<file path="config.mk">
export PLATFORM = sky130hd
export DESIGN_NAME = comma_word_aligner
export DESIGN_NICKNAME = d
export VERILOG_FILES = /design/src/rtl/walign_pkg.sv /design/src/rtl/walign_search.sv /design/src/rtl/walign_extract.sv /design/src/rtl/walign_fsm.sv /design/src/rtl/comma_word_aligner.sv
export SDC_FILE = /design/constraint.sdc
export NUM_CORES = 1
export LEC_CHECK = 0
export ABC_AREA = 0
export BUFFER_PORTS_ARGS = -buffer_cell sky130_fd_sc_hd__clkbuf_2
export CAP_MARGIN = 10
export CORE_ASPECT_RATIO = 1.25
export CORE_UTILIZATION = 51
export CTS_BUF_LIST = sky130_fd_sc_hd__clkbuf_16
export CTS_CLUSTER_DIAMETER = 150
export DETAILED_ROUTE_END_ITERATION = 6
export PLACE_DENSITY = 0.7
export SLEW_MARGIN = 20
export SYNTH_ARGS = -nofsm -noshare
export SYNTH_HDL_FRONTEND = slang
export SYNTH_SLANG_ARGS = --single-unit
</file>
<file path="constraint.sdc">
create_clock -name clk_i -period 4.2 [get_ports clk_i]
set_clock_uncertainty 0.05 [all_clocks]
set_input_delay 0.21 -clock clk_i [delete_from_list [all_inputs] [get_ports clk_i]]
set_output_delay 0.21 -clock clk_i [all_outputs]
set_load 0.005 [all_outputs]
</file>
<file path="src/rtl/walign_pkg.sv">
package walign_pkg;
  localparam int CHAR_W = 10;
  localparam logic [CHAR_W-1:0] COMMA_NEG = 10'b0011111010;
  localparam logic [CHAR_W-1:0] COMMA_POS = 10'b1100000101;

  typedef enum logic [1:0] {
    ST_HUNT    = 2'd0,
    ST_CONFIRM = 2'd1,
    ST_SYNC    = 2'd2
  } sync_st_e;

  function automatic logic is_comma(logic [CHAR_W-1:0] c);
    return (c == COMMA_NEG) || (c == COMMA_POS);
  endfunction
endpackage

</file>
<file path="src/rtl/walign_search.sv">
module walign_search
  import walign_pkg::*;
#(
  parameter int OFF_W = $clog2(CHAR_W)
) (
  input  logic [2*CHAR_W-1:0] win_i,
  output logic                hit_o,
  output logic [OFF_W-1:0]    off_o
);
  logic [CHAR_W-1:0] match;

  for (genvar k = 0; k < CHAR_W; k++) begin : g_off
    assign match[k] = is_comma(win_i[2*CHAR_W-1-k -: CHAR_W]);
  end

  // lowest offset wins
  always_comb begin
    off_o = '0;
    for (int k = CHAR_W-1; k >= 0; k--) begin
      if (match[k]) off_o = OFF_W'(k);
    end
  end

  assign hit_o = |match;
endmodule

</file>
<file path="src/rtl/walign_extract.sv">
module walign_extract
  import walign_pkg::*;
#(
  parameter int OFF_W = $clog2(CHAR_W)
) (
  input  logic [2*CHAR_W-1:0] win_i,
  input  logic [OFF_W-1:0]    off_i,
  output logic [CHAR_W-1:0]   char_o
);
  logic [2*CHAR_W-1:0] shifted;

  assign shifted = win_i << off_i;
  assign char_o  = shifted[2*CHAR_W-1 -: CHAR_W];
endmodule

</file>
<file path="src/rtl/walign_fsm.sv">
module walign_fsm
  import walign_pkg::*;
#(
  parameter int WORD_CHARS = 4,
  parameter int LOCK_WORDS = 3,
  parameter int LOSS_WORDS = 4,
  parameter int OFF_W      = $clog2(CHAR_W)
) (
  input  logic                          clk_i,
  input  logic                          rst_ni,
  input  logic                          hit_i,
  input  logic [OFF_W-1:0]              hit_off_i,
  input  logic                          ch_comma_i,
  input  logic                          chk_i,
  input  logic                          chk_bad_i,
  output sync_st_e                      st_q_o,
  output sync_st_e                      st_d_o,
  output logic [OFF_W-1:0]              off_o,
  output logic [$clog2(WORD_CHARS)-1:0] pos_o
);
  localparam int POS_W  = $clog2(WORD_CHARS);
  localparam int GOOD_W = $clog2(LOCK_WORDS + 1);
  localparam int BAD_W  = $clog2(LOSS_WORDS + 1);

  sync_st_e          st_q, st_d;
  logic [OFF_W-1:0]  off_q, off_d;
  logic [POS_W-1:0]  pos_q, pos_d;
  logic [GOOD_W-1:0] good_q, good_d;
  logic [BAD_W-1:0]  bad_q, bad_d;

  always_comb begin
    st_d   = st_q;
    off_d  = off_q;
    pos_d  = (pos_q == POS_W'(WORD_CHARS-1)) ? '0 : pos_q + 1'b1;
    good_d = good_q;
    bad_d  = bad_q;
    unique case (st_q)
      ST_HUNT: begin
        pos_d = '0;
        if (hit_i) begin
          off_d  = hit_off_i;
          pos_d  = POS_W'(1);
          good_d = GOOD_W'(1);
          st_d   = ST_CONFIRM;
        end
      end
      ST_CONFIRM: begin
        if (pos_q == '0) begin
          if (!ch_comma_i) begin
            st_d = ST_HUNT;
          end else if (good_q == GOOD_W'(LOCK_WORDS-1)) begin
            st_d  = ST_SYNC;
            bad_d = '0;
          end else begin
            good_d = good_q + 1'b1;
          end
        end
      end
      ST_SYNC: begin
        // word-start check runs on the registered output character
        if (chk_i) begin
          if (!chk_bad_i)                          bad_d = '0;
          else if (bad_q == BAD_W'(LOSS_WORDS-1)) st_d  = ST_HUNT;
          else                                     bad_d = bad_q + 1'b1;
        end
      end
      default: st_d = ST_HUNT;
    endcase
  end

  always_ff @(posedge clk_i or negedge rst_ni) begin
    if (!rst_ni) begin
      st_q   <= ST_HUNT;
      off_q  <= '0;
      pos_q  <= '0;
      good_q <= '0;
      bad_q  <= '0;
    end else begin
      st_q   <= st_d;
      off_q  <= off_d;
      pos_q  <= pos_d;
      good_q <= good_d;
      bad_q  <= bad_d;
    end
  end

  assign st_q_o = st_q;
  assign st_d_o = st_d;
  assign off_o  = off_q;
  assign pos_o  = pos_q;
endmodule

</file>
<file path="src/rtl/comma_word_aligner.sv">
module comma_word_aligner
  import walign_pkg::*;
#(
  parameter int WORD_CHARS = 4,
  parameter int LOCK_WORDS = 3,
  parameter int LOSS_WORDS = 4
) (
  input  logic        clk_i,
  input  logic        rst_ni,
  input  logic [9:0]  data_i,
  input  logic        code_err_i,
  output logic [9:0]  char_o,
  output logic        word_start_o,
  output logic        lock_o
);
  localparam int OFF_W = $clog2(CHAR_W);
  localparam int POS_W = $clog2(WORD_CHARS);

  logic [CHAR_W-1:0]   prev_q;
  logic [2*CHAR_W-1:0] win;
  logic                hit;
  logic [OFF_W-1:0]    hit_off, off;
  logic [CHAR_W-1:0]   ch;
  logic [POS_W-1:0]    pos;
  sync_st_e            st_q, st_d;
  logic                chk_bad;

  assign win     = {prev_q, data_i};
  assign chk_bad = code_err_i | ~is_comma(char_o);

  walign_search #(.OFF_W(OFF_W)) u_search (
    .win_i (win),
    .hit_o (hit),
    .off_o (hit_off)
  );

  walign_extract #(.OFF_W(OFF_W)) u_extract (
    .win_i  (win),
    .off_i  (off),
    .char_o (ch)
  );

  walign_fsm #(
    .WORD_CHARS (WORD_CHARS),
    .LOCK_WORDS (LOCK_WORDS),
    .LOSS_WORDS (LOSS_WORDS),
    .OFF_W      (OFF_W)
  ) u_fsm (
    .clk_i      (clk_i),
    .rst_ni     (rst_ni),
    .hit_i      (hit),
    .hit_off_i  (hit_off),
    .ch_comma_i (is_comma(ch)),
    .chk_i      (word_start_o),
    .chk_bad_i  (chk_bad),
    .st_q_o     (st_q),
    .st_d_o     (st_d),
    .off_o      (off),
    .pos_o      (pos)
  );

  always_ff @(posedge clk_i or negedge rst_ni) begin
    if (!rst_ni) begin
      prev_q       <= '0;
      char_o       <= '0;
      word_start_o <= 1'b0;
      lock_o       <= 1'b0;
    end else begin
      prev_q       <= data_i;
      char_o       <= ch;
      word_start_o <= (st_d == ST_SYNC) && (st_q != ST_HUNT) && (pos == '0);
      lock_o       <= (st_d == ST_SYNC);
    end
  end
endmodule

</file>
==> metrics.txt <==
die height=81.6 µm; DIE WIDTH=65.7 µm; top cells by area, synth=dfrtp_1 (34%), mux4_2 (7.8%), mux2i_1 (6.2%); Post-Syn Instances=266; crit share post-route=78.8%; largest net degree at the start of global routing=36; DR pass1 iterations=4; Post-DP HPWL=4.30 mm; share of cells above drive strength 1=21.6%; routed len/inst=17.7 µm; detailed-route wire length=6.06 mm; asr flop ratio synth=100%; Final Power=1.36 mW; hold_buf cts=0; initial drt markers=128; crit path launch=u_fsm.off_o[0]$_DFFE_PN0P_; Rel. slew slack=40.5%; Post-CTS Setup Inserts=0; crit path max fanout=11; cell area power density=474 mW/mm²; Area Overhead vs Synth=11.3%; Setup violations, final=0; vias in the first global route=2115; commonest register cell after synthesis=dfrtp_1; CTS H-tree depth=2; cell leakage power=1.21 nW; Via density=6.32; CTS tree=done; Placeable Area=0.00480 mm²; clock transition at the registers of the reported paths=0.05 ns; post-synthesis sequential area ratio=33.9%; worst hold path class=in2async; Worst Setup Start Kind=flip-flop; FF-to-FF path depth=9; peak supply drop=0.201 mV; Port Buffers=24; CTS sink count=35; CTS Buf Count=5; RSZ-0062 raised after global routing=no; post-synth top area cell=dfrtp_1; clock tree buffer depth=2; nets=299; Slew @ Worst Pin=0.892 ns; initial antenna violation count=0; mapped cell area=0.00258 mm²; reg2reg end=u_fsm.bad_q[0]$_DFFE_PN0P_; gp weighted congestion=0.923; first-pass GRT wire length=10.1 mm; Worst EP required=4.31 ns; Yosys top cell area share=33.9%; WP data arrival=3.42 ns; Netlist cell types=58; Max-Cap Viols=0; ANT nets after route=0; diode count=0; Setup crit end kind=flip-flop; Mapped Nets=284; CTS root buffer=clkbuf_16; DRC viols=0; status=finished clean; post-cts sizing count=0; RR Startpoint=u_fsm.off_o[0]$_DFFE_PN0P_; post-synthesis area per instance=9.71 µm²; Yosys reg bits=35; die footprint=0.00536 mm²; EDFF count, synth=0; Yosys warnings=0; FP Rows=28; minimum clock period=3.31 ns; Slew Viols, Final=0; setup TNS=0 ns; io pins=25; Final Non-Filler Cells=342; CP Class=reg2reg; clk_lat worst skew=0.28 ns; final hold vios=0; vias post-DR=2163; Initial Util=53.8%; dpl cells=334; Peak Freq=0.302 GHz; GR Overflow Total=0; r2r setup slk=0.89 ns; global router's overall resource usage=25.3%
## registers in the layout, summed over array words and instances, names as in the netlist
register      cells
u_fsm.off_o       4
word_start_o      1
u_fsm.good_q      2
u_fsm.bad_q       3
u_fsm.pos_o       2
char_o           10
u_fsm.st_q_o      2
prev_q           10
lock_o            1
## metrics by stage
step | instance area, µm² | utilization [%] | setup slack (ns) | hold slack [ns]
4_1_cts | 2880 | 59.9 | 0.876 | 0.0171
5_1_grt | 2880 | 59.9 | 0.674 | 0.0166
2_1_floorplan | 2580 | - | 1.30 | -0.136
6_report | 2880 | 59.9 | 0.891 | 0.000646
3_5_place_dp | 2710 | 56.5 | 0.888 | 0.305
3_3_place_gp | 2710 | 56.5 | 0.954 | 0.308
## final cells by class
class                   instances  area [µm²]
inverters                      11        41.3
fillers                       425        1920
well taps                      60        75.1
clock inverters                 3        38.8
flip-flops and latches         35         876
multi-input cells             202        1580
clock buffers                   5         125
repair buffers                 26         135
## Yosys cell counts, types with 4 or more instances
cell      instances
and2_1            4
o21ai_0           6
clkbuf_1         13
mux4_2            9
nor3_1            9
ha_1              5
a21oi_1          10
nand2_1          22
nand2b_1          8
dfrtp_1          35
nor2_1           24
inv_1            11
nand3b_1          8
mux2i_1          16
or3b_2            5
nand4_1           4
a31oi_1           4
nor4_1            9
nor2b_1           4
## worst max-delay path: stages (launching register included)
cell and delay (ns):
dfrtp_1 0.64, buf_4 0.29, mux4_1 0.59, mux2_2 0.29, nor2_1 0.13, a21oi_1 0.09, or4_4 0.45, a21boi_4 0.25
a31oi_2 0.14, mux2_4 0.27
## layout by cell type (no fill, tap or decap), types with 2 or more instances in the layout
| master | synthesis | final |
|---|---|---|
| dfrtp_1 | 35 | 35 |
| nor2_1 | 24 | 24 |
| clkbuf_2 | 0 | 24 |
| nand2_1 | 22 | 22 |
| mux2i_1 | 16 | 16 |
| inv_1 | 11 | 11 |
| a21oi_1 | 10 | 10 |
| mux4_2 | 9 | 9 |
| nor4_1 | 9 | 9 |
| nor3_1 | 9 | 9 |
| nand3b_1 | 8 | 8 |
| nand2b_1 | 8 | 8 |
| o21ai_0 | 6 | 6 |
| or3b_2 | 5 | 5 |
| ha_1 | 5 | 5 |
| clkbuf_16 | 0 | 5 |
| nor2b_1 | 4 | 4 |
| and2_1 | 4 | 4 |
| a31oi_1 | 4 | 4 |
| nand4_1 | 4 | 4 |
| mux4_1 | 3 | 3 |
| nor4b_1 | 3 | 3 |
| a41oi_1 | 3 | 3 |
| nor3b_1 | 3 | 3 |
| nand3_1 | 3 | 3 |
| mux2_4 | 2 | 2 |
| or2_2 | 2 | 2 |
| or4b_2 | 2 | 2 |
| o211ai_1 | 2 | 2 |
| a21boi_0 | 2 | 2 |
| nor4bb_1 | 2 | 2 |
| a21o_1 | 2 | 2 |
| a31o_2 | 2 | 2 |
| a211oi_1 | 2 | 2 |
| buf_4 | 1 | 2 |
## worst max path at each step
stage	end	slack, ns	cells after the start
after floorplan	u_fsm.bad_q[0]$_DFFE_PN0P_	1.30	9
after global placement	u_fsm.bad_q[0]$_DFFE_PN0P_	0.95	9
after detailed placement	u_fsm.bad_q[0]$_DFFE_PN0P_	0.89	9
after CTS	u_fsm.bad_q[0]$_DFFE_PN0P_	0.88	9
after global routing	u_fsm.bad_q[0]$_DFFE_PN0P_	0.67	9
final	u_fsm.bad_q[0]$_DFFE_PN0P_	0.89	9
## power by group
group          internal, mW  switching (mW)  total, mW
Combinational         0.216           0.231      0.447
Sequential            0.407          0.0967      0.504
Clock                 0.276           0.135      0.411
## logic make-up after synthesis
family                     synth area share (%)
DFF                                        33.9
buffers and inverters                      4.79
AOI/OAI and AO/OA                          13.8
adders and majority gates                  2.42
muxes                                      18.7
and+or+nand+nor                            26.4
## per-layer routing
layer	up-vias	wire, µm	global-route usage [%]
li1	1031	-	-
met1	1033	2460	29.5
met2	78	3070	42.7
met3	21	259	5.42
met4	0	261	14.8
met5	-	0	0
(Power assumes the default switching activity.)
